==> src/rtl/fe_rx_pkg.sv <==
package fe_rx_pkg;

    localparam int CG_W  = 5;
    localparam int NIB_W = 4;

    localparam logic [CG_W-1:0] CG_J    = 5'b11000;
    localparam logic [CG_W-1:0] CG_K    = 5'b10001;
    localparam logic [CG_W-1:0] CG_T    = 5'b01101;
    localparam logic [CG_W-1:0] CG_R    = 5'b00111;
    localparam logic [CG_W-1:0] CG_IDLE = 5'b11111;

    localparam logic [NIB_W-1:0] NIB_PREAMBLE = 4'b0101;
    localparam logic [NIB_W-1:0] NIB_FALSE_CS = 4'b1110;

    typedef enum logic [2:0] {
        ST_IDLE  = 3'd0,
        ST_CHK_K = 3'd1,
        ST_DATA  = 3'd2,
        ST_CHK_R = 3'd3,
        ST_FLUSH = 3'd4
    } rx_state_e;

    typedef struct packed {
        logic             is_data;
        logic [NIB_W-1:0] nib;
        logic             is_j;
        logic             is_k;
        logic             is_t;
        logic             is_r;
        logic             is_idle;
    } sym_class_t;

endpackage

==> src/rtl/fe_rx_shift.sv <==
module fe_rx_shift #(
    parameter int SYM_W = 5
) (
    input  logic             clk,
    input  logic             rst_n,
    input  logic             bit_i,
    input  logic             clr_i,
    output logic [SYM_W-1:0] sym_o,
    output logic             carrier_o
);
    localparam int WIN_W = 2 * SYM_W;

    logic [WIN_W-1:0] win_q;
    logic [WIN_W-1:0] win_d;
    logic [WIN_W-1:0] win_nxt;

    always_comb begin
        win_nxt   = {win_q[WIN_W-2:0], bit_i};
        sym_o     = win_nxt[SYM_W-1:0];
        win_d     = clr_i ? {WIN_W{1'b1}} : win_nxt;
        carrier_o = 1'b0;
        for (int i = 0; i < WIN_W; i++) begin
            for (int j = i + 2; j < WIN_W; j++) begin
                if (!win_nxt[i] && !win_nxt[j]) begin
                    carrier_o = 1'b1;
                end
            end
        end
    end

    always_ff @(posedge clk or negedge rst_n) begin
        if (!rst_n) begin
            win_q <= {WIN_W{1'b1}};
        end else begin
            win_q <= win_d;
        end
    end

endmodule

==> src/rtl/fe_rx_symdec.sv <==
module fe_rx_symdec
    import fe_rx_pkg::*;
(
    input  logic [CG_W-1:0] code_i,
    output sym_class_t      cls_o
);
    always_comb begin
        cls_o         = '0;
        cls_o.is_j    = (code_i == CG_J);
        cls_o.is_k    = (code_i == CG_K);
        cls_o.is_t    = (code_i == CG_T);
        cls_o.is_r    = (code_i == CG_R);
        cls_o.is_idle = (code_i == CG_IDLE);
        cls_o.is_data = 1'b1;
        case (code_i)
            5'b11110: cls_o.nib = 4'h0;
            5'b01001: cls_o.nib = 4'h1;
            5'b10100: cls_o.nib = 4'h2;
            5'b10101: cls_o.nib = 4'h3;
            5'b01010: cls_o.nib = 4'h4;
            5'b01011: cls_o.nib = 4'h5;
            5'b01110: cls_o.nib = 4'h6;
            5'b01111: cls_o.nib = 4'h7;
            5'b10010: cls_o.nib = 4'h8;
            5'b10011: cls_o.nib = 4'h9;
            5'b10110: cls_o.nib = 4'hA;
            5'b10111: cls_o.nib = 4'hB;
            5'b11010: cls_o.nib = 4'hC;
            5'b11011: cls_o.nib = 4'hD;
            5'b11100: cls_o.nib = 4'hE;
            5'b11101: cls_o.nib = 4'hF;
            default: begin
                cls_o.is_data = 1'b0;
                cls_o.nib     = '0;
            end
        endcase
    end

endmodule

==> src/rtl/fe_rx_sticky.sv <==
module fe_rx_sticky (
    input  logic clk,
    input  logic rst_n,
    input  logic set_i,
    input  logic clr_i,
    output logic flag_o
);
    logic flag_q;
    logic flag_d;

    always_comb begin
        flag_d = set_i | (flag_q & ~clr_i);
    end

    always_ff @(posedge clk or negedge rst_n) begin
        if (!rst_n) begin
            flag_q <= 1'b0;
        end else begin
            flag_q <= flag_d;
        end
    end

    assign flag_o = flag_q;

endmodule

==> src/rtl/fe_rx_framer.sv <==
module fe_rx_framer
    import fe_rx_pkg::*;
#(
    parameter int SYM_W = CG_W
) (
    input  logic             clk,
    input  logic             rst_n,
    input  logic             rx_bit,
    input  logic             stat_rd,
    output logic [NIB_W-1:0] rxd,
    output logic             rx_dv,
    output logic             rx_er,
    output logic             crs,
    output logic             rx_stb,
    output logic             prem_end
);
    localparam int CNT_W = $clog2(SYM_W);
    localparam logic [CNT_W-1:0] LAST_BIT = CNT_W'(SYM_W - 1);

    typedef struct packed {
        rx_state_e        st;
        logic [CNT_W-1:0] cnt;
        logic [NIB_W-1:0] pend;
        logic             perr;
        logic [NIB_W-1:0] rxd;
        logic             dv;
        logic             er;
        logic             crs;
        logic             stb;
    } frm_t;

    frm_t             frm_q;
    frm_t             frm_d;
    logic [SYM_W-1:0] sym;
    logic             carrier;
    sym_class_t       cls;
    logic             clr_win;
    logic             prem_set;
    logic             sym_edge;

    fe_rx_shift #(.SYM_W(SYM_W)) u_shift (
        .clk      (clk),
        .rst_n    (rst_n),
        .bit_i    (rx_bit),
        .clr_i    (clr_win),
        .sym_o    (sym),
        .carrier_o(carrier)
    );

    fe_rx_symdec u_dec (
        .code_i(sym),
        .cls_o (cls)
    );

    fe_rx_sticky u_prem (
        .clk   (clk),
        .rst_n (rst_n),
        .set_i (prem_set),
        .clr_i (stat_rd),
        .flag_o(prem_end)
    );

    always_comb begin
        frm_d     = frm_q;
        frm_d.stb = 1'b0;
        clr_win   = 1'b0;
        prem_set  = 1'b0;
        sym_edge  = (frm_q.cnt == LAST_BIT);
        if (frm_q.st == ST_IDLE) begin
            frm_d.cnt = '0;
            if (carrier) begin
                frm_d.stb = 1'b1;
                frm_d.crs = 1'b1;
                frm_d.dv  = 1'b0;
                if (cls.is_j) begin
                    frm_d.st  = ST_CHK_K;
                    frm_d.rxd = '0;
                    frm_d.er  = 1'b0;
                end else begin
                    frm_d.st  = ST_FLUSH;
                    frm_d.rxd = NIB_FALSE_CS;
                    frm_d.er  = 1'b1;
                end
            end
        end else begin
            frm_d.cnt = sym_edge ? '0 : frm_q.cnt + 1'b1;
            if (sym_edge) begin
                frm_d.stb = 1'b1;
                case (frm_q.st)
                    ST_CHK_K: begin
                        if (cls.is_k) begin
                            frm_d.st   = ST_DATA;
                            frm_d.rxd  = NIB_PREAMBLE;
                            frm_d.dv   = 1'b1;
                            frm_d.er   = 1'b0;
                            frm_d.pend = NIB_PREAMBLE;
                            frm_d.perr = 1'b0;
                        end else begin
                            frm_d.st  = ST_FLUSH;
                            frm_d.rxd = NIB_FALSE_CS;
                            frm_d.dv  = 1'b0;
                            frm_d.er  = 1'b1;
                        end
                    end
                    ST_DATA: begin
                        frm_d.rxd = frm_q.pend;
                        frm_d.dv  = 1'b1;
                        if (cls.is_t) begin
                            frm_d.st = ST_CHK_R;
                            frm_d.er = frm_q.perr;
                        end else if (cls.is_idle) begin
                            frm_d.st = ST_FLUSH;
                            frm_d.er = 1'b1;
                            prem_set = 1'b1;
                        end else begin
                            frm_d.er   = frm_q.perr;
                            frm_d.pend = cls.is_data ? cls.nib : '0;
                            frm_d.perr = ~cls.is_data;
                        end
                    end
                    ST_CHK_R: begin
                        if (cls.is_r) begin
                            frm_d.st  = ST_IDLE;
                            frm_d.rxd = '0;
                            frm_d.dv  = 1'b0;
                            frm_d.er  = 1'b0;
                            frm_d.crs = 1'b0;
                            clr_win   = 1'b1;
                        end else begin
                            frm_d.st  = ST_FLUSH;
                            frm_d.rxd = '0;
                            frm_d.dv  = 1'b1;
                            frm_d.er  = 1'b1;
                        end
                    end
                    default: begin
                        frm_d.st  = ST_IDLE;
                        frm_d.rxd = '0;
                        frm_d.dv  = 1'b0;
                        frm_d.er  = 1'b0;
                        frm_d.crs = 1'b0;
                        clr_win   = 1'b1;
                    end
                endcase
            end
        end
    end

    always_ff @(posedge clk or negedge rst_n) begin
        if (!rst_n) begin
            frm_q <= '0;
        end else begin
            frm_q <= frm_d;
        end
    end

    assign rxd    = frm_q.rxd;
    assign rx_dv  = frm_q.dv;
    assign rx_er  = frm_q.er;
    assign crs    = frm_q.crs;
    assign rx_stb = frm_q.stb;

endmodule

==> config.mk <==
export PLATFORM = sky130hd
export DESIGN_NAME = fe_rx_framer
export DESIGN_NICKNAME = d
export VERILOG_FILES = /design/src/rtl/fe_rx_pkg.sv /design/src/rtl/fe_rx_shift.sv /design/src/rtl/fe_rx_symdec.sv /design/src/rtl/fe_rx_sticky.sv /design/src/rtl/fe_rx_framer.sv
export SDC_FILE = /design/constraint.sdc
export NUM_CORES = 1
export LEC_CHECK = 0
export BUFFER_PORTS_ARGS = -buffer_cell sky130_fd_sc_hd__buf_2
export CAP_MARGIN = 40
export CORE_AREA = 2 2 53 55
export CTS_CLUSTER_SIZE = 10
export DETAILED_ROUTE_END_ITERATION = 16
export DIE_AREA = 0 0 55 57
export GPL_ROUTABILITY_DRIVEN = 0
export PLACE_DENSITY = 0.82
export SLEW_MARGIN = 40
export SYNTH_ARGS = -nofsm -noshare
export SYNTH_HDL_FRONTEND = slang
export SYNTH_SLANG_ARGS = --single-unit
==> constraint.sdc <==
create_clock -name clk -period 5.6 [get_ports clk]
set_input_delay 1.12 -clock clk [delete_from_list [all_inputs] [get_ports clk]]
set_output_delay 1.12 -clock clk [all_outputs]
set_load 0.05 [all_outputs]
==> qor.csv, run 1 <==
metric,value,unit
status,"complete, no violations",
starting density of the core,0.602,
Worst-path clk slew,90,ps
CTS root buf,clkbuf_4,
hold violation count in the final report,0,
CTS Buf Count,5,
Total GRT Usage,0.237,
M1 WL,1.33,mm
Max-Cap Viols,0,
Setup Skew,8.89,ps
io pins,13,
VDD IR max,340,uV
Post-synth EDFFs,0,
total power,0.848,mW
"slowest stage delay, CP",370,ps
die width,55,microns
antenna cell count,0,
"Net Count, Synth",162,
Hold Crit Class,reg -> reg,
Worst Path Required,5820,ps
most used flip-flop cell after synthesis,dfrtp_1,
period utilization,0.417,
DRT antenna net count,0,
Setup Buffers After CTS,0,
Final Max Slew Viols,0,
Final nets,168,
WS Path Type,in -> reg,
Top Layer Used,met4,
R2R Setup Slk,3550,ps
vias in the first global route,1154,
clock tree sinks,29,
HPWL after DPL,2.07,mm
Slew HR,0.580,
post-cts sizing count,0,
Slew @ Worst Pin,630,ps
critical path arrival,2560,ps
Yosys cell types,51,
final worst hold slack,477,ps
"most common cell after layout, fill and taps aside",dfrtp_1,
power per cell area,514,nW/um^2
port buffer count,12,
"commonest cells after routing, fill and taps aside","dfrtp_1, nand2_1, buf_2",
DRC violations left,0,
Post-Layout Cell Count,194,
largest fanout on the critical path,10,
ys async rst share,1.00,
Final setup viols,0,
"Seq/Total Area, Yosys",0.468,
synthesized area per cell,10.1,sq um
initial DRC count,39,
die area,3140,sq um
FP Rows,19,
cells after synthesis,156,
RSZ-0062 raised after global routing,no,
H-Tree Level Count,2,
ratio of cells with drive above 1 in the final layout,0.288,
Clock Path Buffers,2,
Vias,1175,
Yosys warnings,0,
Reg2Reg Depth,5,
post-route setup TNS,0,ps
Post-Route Utilization,0.631,
CP max-delay cell,mux2_2,
"critical path, cell by cell",buf_2 -> nand2_1 -> a22oi_1 -> o2111ai_1 -> o21ai_4 -> mux2_2,
WL met2,1.43,mm
placed cells,186,
synth-to-layout area growth,4.77,%
worst skew pair latency,330,ps
Worst Hold Path Cells,1,
minimum clock period,2330,ps
met3 WL,191,microns
Seq cells post-synth,29,
Critical Path Start,rx_bit,
WL/cell,15.5,microns
CTS tree,yes,
first-pass GRT wire length,5.25,mm
Reg2Reg Launch Point,u_shift.win_q[0],
hold buffer count at cts,0,
grt total ovfl,0,
largest net degree at the start of global routing,30,
critical path endpoint,rxd[1],
startpoint types,primary input,
FMAX,429,MHz
TritonRoute pass-1 iters,4,
initial antenna violation count,0,
Setup crit end kind,flip-flop,
Core Area,2620,sq um
DR vias/cell,6.06,
Mapped Area,1570,sq um
routed wire length,3.01,mm
leakage power,0.748,nW
r2r endpoint,rxd[1],
Die Y,57,microns
cell usage after synthesis (all sizes together), types with 2 or more instances:
| master | number | share of area |
|---|---|---|
| nor2 | 9 | 0.023 |
| o32a | 2 | 0.013 |
| o21ai | 10 | 0.039 |
| a22oi | 6 | 0.029 |
| o22ai | 2 | 0.0079 |
| and2 | 2 | 0.0079 |
| xnor2 | 5 | 0.028 |
| nor4 | 2 | 0.0079 |
| nand2 | 15 | 0.042 |
| mux2 | 3 | 0.021 |
| o31ai | 2 | 0.018 |
| and3 | 2 | 0.0079 |
| ha | 2 | 0.016 |
| buf | 12 | 0.050 |
| nor3 | 4 | 0.013 |
| or2 | 10 | 0.040 |
| a21oi | 4 | 0.013 |
| or4 | 2 | 0.012 |
| inv | 11 | 0.026 |
| dfrtp | 20 | 0.32 |
| a32o | 3 | 0.019 |
| dfstp | 9 | 0.15 |
routing by layer:
metal  vias up  track usage
met3         8       0.0995
met2        43        0.345
met1       564        0.315
met5         -            0
li1        560            -
met4         0       0.0871
area by class of cell:
type                    count  area (sq um)
fillers                   226           966
repair buffers             12          60.1
clock buffers               8          58.8
flip-flops and latches     29           737
multi-input cells         103           713
inverters                  11          41.3
well taps                  31          38.8
stage by stage:
| stage | worst slack, ps | cell area, sq um |
|---|---|---|
| 2_1_floorplan | 3160 | 1570 |
| 3_3_place_gp | 2960 | 1590 |
| 3_5_place_dp | 2910 | 1590 |
| 4_1_cts | 3250 | 1650 |
| 5_1_grt | 3140 | 1650 |
| 6_report | 3270 | 1650 |
kinds of logic after synthesis:
kind of cell             Yosys count  synth area share
multiplexers                       3            0.0215
flip-flops                        29             0.468
adder cells (fa/ha/maj)            2            0.0159
AO/OA/AOI/OAI                     41             0.205
AND/OR/NAND/NOR                   52             0.183
XOR/XNOR                           5            0.0278
buffers and inverters             24            0.0787
report_power, final:
group | switching, mW | internal, mW
clock | 0.0704 | 0.0618
sequential | 0.0787 | 0.290
combinational | 0.208 | 0.138
worst min path at each step:
stage	start	end
after detailed placement	frm_q[13]	frm_q[13]
final	frm_q[13]	frm_q[13]
after global routing	rx_dv	rx_dv
after global placement	frm_q[13]	frm_q[13]
after CTS	frm_q[13]	frm_q[13]
after floorplan	frm_q[13]	frm_q[13]
sequential cells by signal, indices dropped and copies added (netlist names):
| name | cells |
|---|---|
| crs | 1 |
| frm_q | 11 |
| rx_dv | 1 |
| rx_er | 1 |
| rx_stb | 1 |
| rxd | 4 |
| u_prem.flag_o | 1 |
| u_shift.win_q | 9 |
worst max-delay path, delay by kind of cell:
family,cells,cell delay [ps]
buf+inv,1,200
compound gates,3,750
mux,1,370
simple gates,1,120
Note: power is estimated with default switching activity, not from simulation.
==> inputs of run 2 (changes only) <==
--- a/config.mk
+++ b/config.mk
@@ -7,12 +7,12 @@
 export LEC_CHECK = 0
 export BUFFER_PORTS_ARGS = -buffer_cell sky130_fd_sc_hd__buf_2
 export CAP_MARGIN = 40
-export CORE_AREA = 2 2 53 55
+export CORE_AREA = 2 2 58 60
 export CTS_CLUSTER_SIZE = 10
 export DETAILED_ROUTE_END_ITERATION = 16
-export DIE_AREA = 0 0 55 57
+export DIE_AREA = 0 0 60 62
 export GPL_ROUTABILITY_DRIVEN = 0
-export PLACE_DENSITY = 0.82
+export PLACE_DENSITY = 0.73
 export SLEW_MARGIN = 40
 export SYNTH_ARGS = -nofsm -noshare
 export SYNTH_HDL_FRONTEND = slang
==> constraint.sdc (replaced) <==
create_clock -name clk -period 2.04 [get_ports clk]
set_input_delay 0.408 -clock clk [delete_from_list [all_inputs] [get_ports clk]]
set_output_delay 0.408 -clock clk [all_outputs]
set_load 0.05 [all_outputs]
==> run 2 against run 1 <==
Effect of this change: register-to-register slack got worse by 3500 ps; sequential power grew to 2.6 times the previous value; final cell count rose by 13%; flip-flop and latch count is the same; setup slack worse by 3200 ps; die area rose by 19%; wire length rose by 7.1%; via count rose by 3.5%; critical path type is now reg -> reg; largest power group is now combinational logic.
==> qor.csv, run 2 (synthesized netlist as in run 1, its figures left out) <==
metric,value,unit,change
status,"complete, no violations",,
Register Area,737,sq um,unchanged
Max-Cap Viols,0,,unchanged
Slew @ Worst Pin,629,ps,-0.891 ps
Post-Route Utilization,0.548,,-0.0824
port buffer count,12,,unchanged
Hold Crit Class,in -> async,,
CTS tree,yes,,
TritonRoute pass-1 iters,4,,unchanged
Final nets,178,,+6.0%
"commonest cells after routing, fill and taps aside","dfrtp_1, nand2_1, buf_2",,
FMAX,502,MHz,
H-Tree Level Count,2,,unchanged
"Largest delay share family, worst path",simple AND/OR/NAND/NOR gates,,
startpoint types,flip-flop,,
initial DRC count,46,,+18%
power per cell area,1400,nW/um^2,+170%
CTS root buf,clkbuf_4,,
"slowest stage delay, CP",590,ps,+220 ps
max FFs per register,11,,unchanged
Largest Register,frm_q,,
Slew HR,0.581,,+0.000594
CTS Buf Count,5,,unchanged
"critical path, cell by cell",buf_4 -> or4_4 -> o31ai_4 -> nand3_2 -> a22o_1,,
grt total ovfl,0,,unchanged
RSZ-0062 raised after global routing,no,,
minimum clock period,1990,ps,
CP max-delay cell,or4_4,,
starting density of the core,0.495,,-0.107
"Buf+Inv Stages, Crit Path",1,,unchanged
period utilization,0.977,,
DR vias/cell,5.55,,-8.3%
Critical Path Start,u_shift.win_q[0],,
VDD IR max,632,uV,+86%
largest net degree at the start of global routing,30,,unchanged
post-cts sizing count,0,,unchanged
clock tree sinks,29,,unchanged
Worst-path clk slew,90,ps,about the same
Top Layer Used,met4,,
WL met2,1.56,mm,+9.4%
Setup Buffers After CTS,0,,unchanged
Final Max Slew Viols,0,,unchanged
WS Path Type,reg -> reg,,
met3 WL,107,microns,-44%
worst skew pair latency,330,ps,about the same
initial antenna violation count,0,,unchanged
critical path arrival,2220,ps,-340 ps
Setup Skew,7.23,ps,-1.66 ps
M1 WL,1.50,mm,+13%
Die Y,62,microns,+8.8%
Reg2Reg Launch Point,u_shift.win_q[0],,
first-pass GRT wire length,5.44,mm,+3.6%
Vias,1216,,+3.5%
DRC violations left,0,,unchanged
leakage power,0.794,nW,+6.2%
fillcell total,312,,+38%
hold buffer count at cts,0,,unchanged
HPWL after DPL,2.39,mm,+15%
largest fanout on the critical path,9,,-1
antenna cell count,0,,unchanged
die area,3720,sq um,+19%
synth-to-layout area growth,10.7,%,
Setup crit end kind,flip-flop,,
"most common cell after layout, fill and taps aside",dfrtp_1,,
Multi-input gate area,713,sq um,unchanged
Final setup viols,0,,unchanged
Total GRT Usage,0.204,,-0.0332
WL/cell,14.7,microns,-5.1%
FP Rows,21,,+2
post-route setup TNS,0,ps,unchanged
hold violation count in the final report,0,,unchanged
Worst Path Required,2260,ps,-3560 ps
Core Area,3180,sq um,+22%
die width,60,microns,+9.1%
io pins,13,,unchanged
Clock Path Buffers,2,,unchanged
routed wire length,3.23,mm,+7.1%
ratio of cells with drive above 1 in the final layout,0.329,,+0.0411
DRT antenna net count,0,,unchanged
vias in the first global route,1174,,+1.7%
-- run 2: cell types whose count changed in the layout (fill, tap and decap cells not counted) --
cell	previous run	this run
buf_4	0	10
-- run 2: layer usage --
layer  GRT usage  vias up
met4      0.0984        0
met3      0.0559        7
met2       0.332       18
met5           0        -
li1            -      582
met1       0.251      609
-- run 2: report_power, final --
group,leakage [nW],total (mW),internal [mW],switching (mW)
Combinational,0.414,1.12,0.454,0.664
Clock,0.0326,0.360,0.170,0.190
Sequential,0.348,0.954,0.797,0.157
-- run 2: final timing paths --
check                                      to  slack (ps)  depth (start not counted)
worst max-delay path                 frm_q[8]          50                          5
worst min-delay path                frm_q[18]          90                          1
worst max register to register       frm_q[8]          50                          5
worst min register to register          rx_dv         480                          1
max in group asynchronous            frm_q[9]        1540                          1
min in group clk                u_prem.flag_o         270                          2
-- run 2: per-stage QoR --
stage	std cells	area, sq um	worst slack (ps)	hold WS [ps]	total power, mW
after floorplan	156	1570	276	112	1.82
after global placement	211	1680	93.1	440	2.02
after detailed placement	211	1680	75.2	462	2.08
after CTS	219	1740	58.0	95.7	2.45
after global routing	219	1740	3.29	125	2.61
final	219	1740	47.2	85.7	2.43
-- run 2: area by class of cell --
class                      count  share of cell area
clock buffer                   8              0.0337
inverter                      11              0.0237
multi-input combinational    103               0.409
sequential                    29               0.423
tap                           46              0.0330
timing repair buffer          22              0.0775
==> inputs of run 3 (changes only) <==
--- a/config.mk
+++ b/config.mk
@@ -7,10 +7,10 @@
 export LEC_CHECK = 0
 export BUFFER_PORTS_ARGS = -buffer_cell sky130_fd_sc_hd__buf_2
 export CAP_MARGIN = 40
-export CORE_AREA = 2 2 58 60
+export CORE_AREA = 2 2 64 54
 export CTS_CLUSTER_SIZE = 10
 export DETAILED_ROUTE_END_ITERATION = 16
-export DIE_AREA = 0 0 60 62
+export DIE_AREA = 0 0 66 56
 export GPL_ROUTABILITY_DRIVEN = 0
 export PLACE_DENSITY = 0.73
 export SLEW_MARGIN = 40
==> run 3 against run 2 <==
Effect of this change: clock-buffer cell count is 1 lower; critical path depth unchanged; clock skew is 2.2 ps lower; largest cell class unchanged; non-clock buffer count is 4 lower; die area fell by 0.65%; global-route usage is 0.43 points lower; fmax up 2.5%; sequential share of layout area down 0.45 points; wire length down 2.5%; utilization up 3.6 points.
==> qor.csv, run 3 (synthesized netlist as in run 1, its figures left out) <==
metric,value,unit,change
Die Y,56,microns,-9.7%
minimum clock period,1940,ps,-49.5 ps
die area,3700,sq um,-0.65%
synth-to-layout area growth,11.9,%,
DR vias/cell,5.82,,+4.9%
die width,66,microns,+10%
"most common cell after layout, fill and taps aside",dfrtp_1,,
post-place setup slack,81.2,ps,+6.04 ps
Setup crit end kind,flip-flop,,
DRT antenna net count,0,,unchanged
largest fanout on the critical path,8,,-1
Core Area,3020,sq um,-5.1%
Final Worst Setup Slack,96.7,ps,+49.5 ps
Clock Path Buffers,2,,unchanged
"commonest cells after routing, fill and taps aside","dfrtp_1, nand2_1, buf_2",,
critical path arrival,2110,ps,-110 ps
power per cell area,1450,nW/um^2,+4.1%
initial antenna violation count,0,,unchanged
Slew HR,0.585,,+0.00395
hold violation count in the final report,0,,unchanged
Final nets,174,,-2.2%
status,"complete, no violations",,
WL/cell,15.1,microns,+2.2%
DRC violations left,0,,unchanged
startpoint types,flip-flop,,
hold buffer count at cts,0,,unchanged
vias in the first global route,1152,,-1.9%
total power,2.56,mW,+5.2%
antenna cell count,0,,unchanged
initial DRC count,82,,+78%
Post-Layout Cell Count,209,,-4.6%
Hold Crit Class,in -> async,,
Total GRT Usage,0.199,,-0.00428
Worst Path Required,2210,ps,-50 ps
WS Path Type,reg -> reg,,
Largest Register,frm_q,,
Post-DP Area,1640,sq um,-2.7%
Max-Cap Viols,0,,unchanged
HPWL after DPL,2.27,mm,-5.2%
clock tree sinks,29,,unchanged
starting density of the core,0.522,,+0.0265
io pins,13,,unchanged
FMAX,515,MHz,+2.5%
TritonRoute pass-1 iters,4,,unchanged
grt total ovfl,0,,unchanged
H-Tree Level Count,2,,unchanged
ratio of cells with drive above 1 in the final layout,0.331,,+0.00188
Final Cell Area,1760,sq um,+1.1%
CTS tree,yes,,
CTS root buf,clkbuf_8,,
worst skew pair latency,280,ps,-50 ps
placed cells,200,,-5.2%
first-pass GRT wire length,5.47,mm,+0.63%
fillcell total,267,,-14%
VDD IR max,655,uV,+3.6%
max FFs per register,11,,unchanged
Multi-input gate area,727,sq um,+1.9%
Worst-path clk slew,60,ps,-30 ps
FP Rows,18,,-14%
Register Area,737,sq um,unchanged
post-route setup TNS,0,ps,unchanged
port buffer count,12,,unchanged
routed wire length,3.15,mm,-2.5%
Final setup viols,0,,unchanged
largest net degree at the start of global routing,30,,unchanged
RSZ-0062 raised after global routing,no,,
Vias,1217,,+0.082%
leakage power,0.798,nW,+0.47%
Slew @ Worst Pin,623,ps,-5.93 ps
period utilization,0.953,,-0.0243
Final Max Slew Viols,0,,unchanged
Setup Skew,5.05,ps,-2.19 ps
CTS Buf Count,5,,unchanged
==> run 3: cell type report <==
type                            count  share of cell area
Clock buffer                        7              0.0547
Clock inverter                      1             0.00284
Inverter                           11              0.0234
Multi-Input combinational cell    103               0.413
Sequential cell                    29               0.418
Tap cell                           40              0.0284
Timing Repair Buffer               18              0.0597
==> run 3: path summary, 6_finish.rpt <==
| path | start | endpoint | slack (ps) | cells after the start |
|---|---|---|---|---|
| max | u_shift.win_q[3] | frm_q[8] | 100 | 5 |
| min | rst_n | u_prem.flag_o | 140 | 1 |
| max reg2reg | u_shift.win_q[3] | frm_q[8] | 100 | 5 |
| min reg2reg | frm_q[13] | frm_q[13] | 470 | 1 |
| max in group asynchronous | rst_n | frm_q[10] | 1490 | 1 |
| min in group clk | stat_rd | u_prem.flag_o | 290 | 2 |
==> run 3: stage by stage <==
step / hold WS (ps) / utilization
2_1_floorplan: 112 / -
3_3_place_gp: 450 / 0.543
3_5_place_dp: 463 / 0.543
4_1_cts: 154 / 0.577
5_1_grt: 184 / 0.584
6_report: 137 / 0.584
==> run 3: routing by layer <==
layer / vias up / GRT usage / share of wire
met3: 7 / 0.0567 / 0.067
met4: 0 / 0.105 / 0.022
met5: - / 0 / 0
met2: 31 / 0.270 / 0.45
li1: 573 / - / -
met1: 606 / 0.287 / 0.46
==> run 3: timing repair <==
action / in CTS / in global routing
endpoints found under the setup margin: 0 / 4
buffers inserted: 0 / 1
resized for setup: 0 / 2
==> run 3: worst max-delay path: stages, from the launching register on <==
cell	delay, ps
dfstp_2	620
nand2_4	70
or4_4	480
o31ai_4	270
nand3_4	140
a22o_1	250
==> run 3: power breakdown <==
group	total [mW]	switching, mW	internal, mW
registers	0.995	0.196	0.800
clock network	0.508	0.204	0.304
logic	1.06	0.622	0.434
total	2.56	1.02	1.54
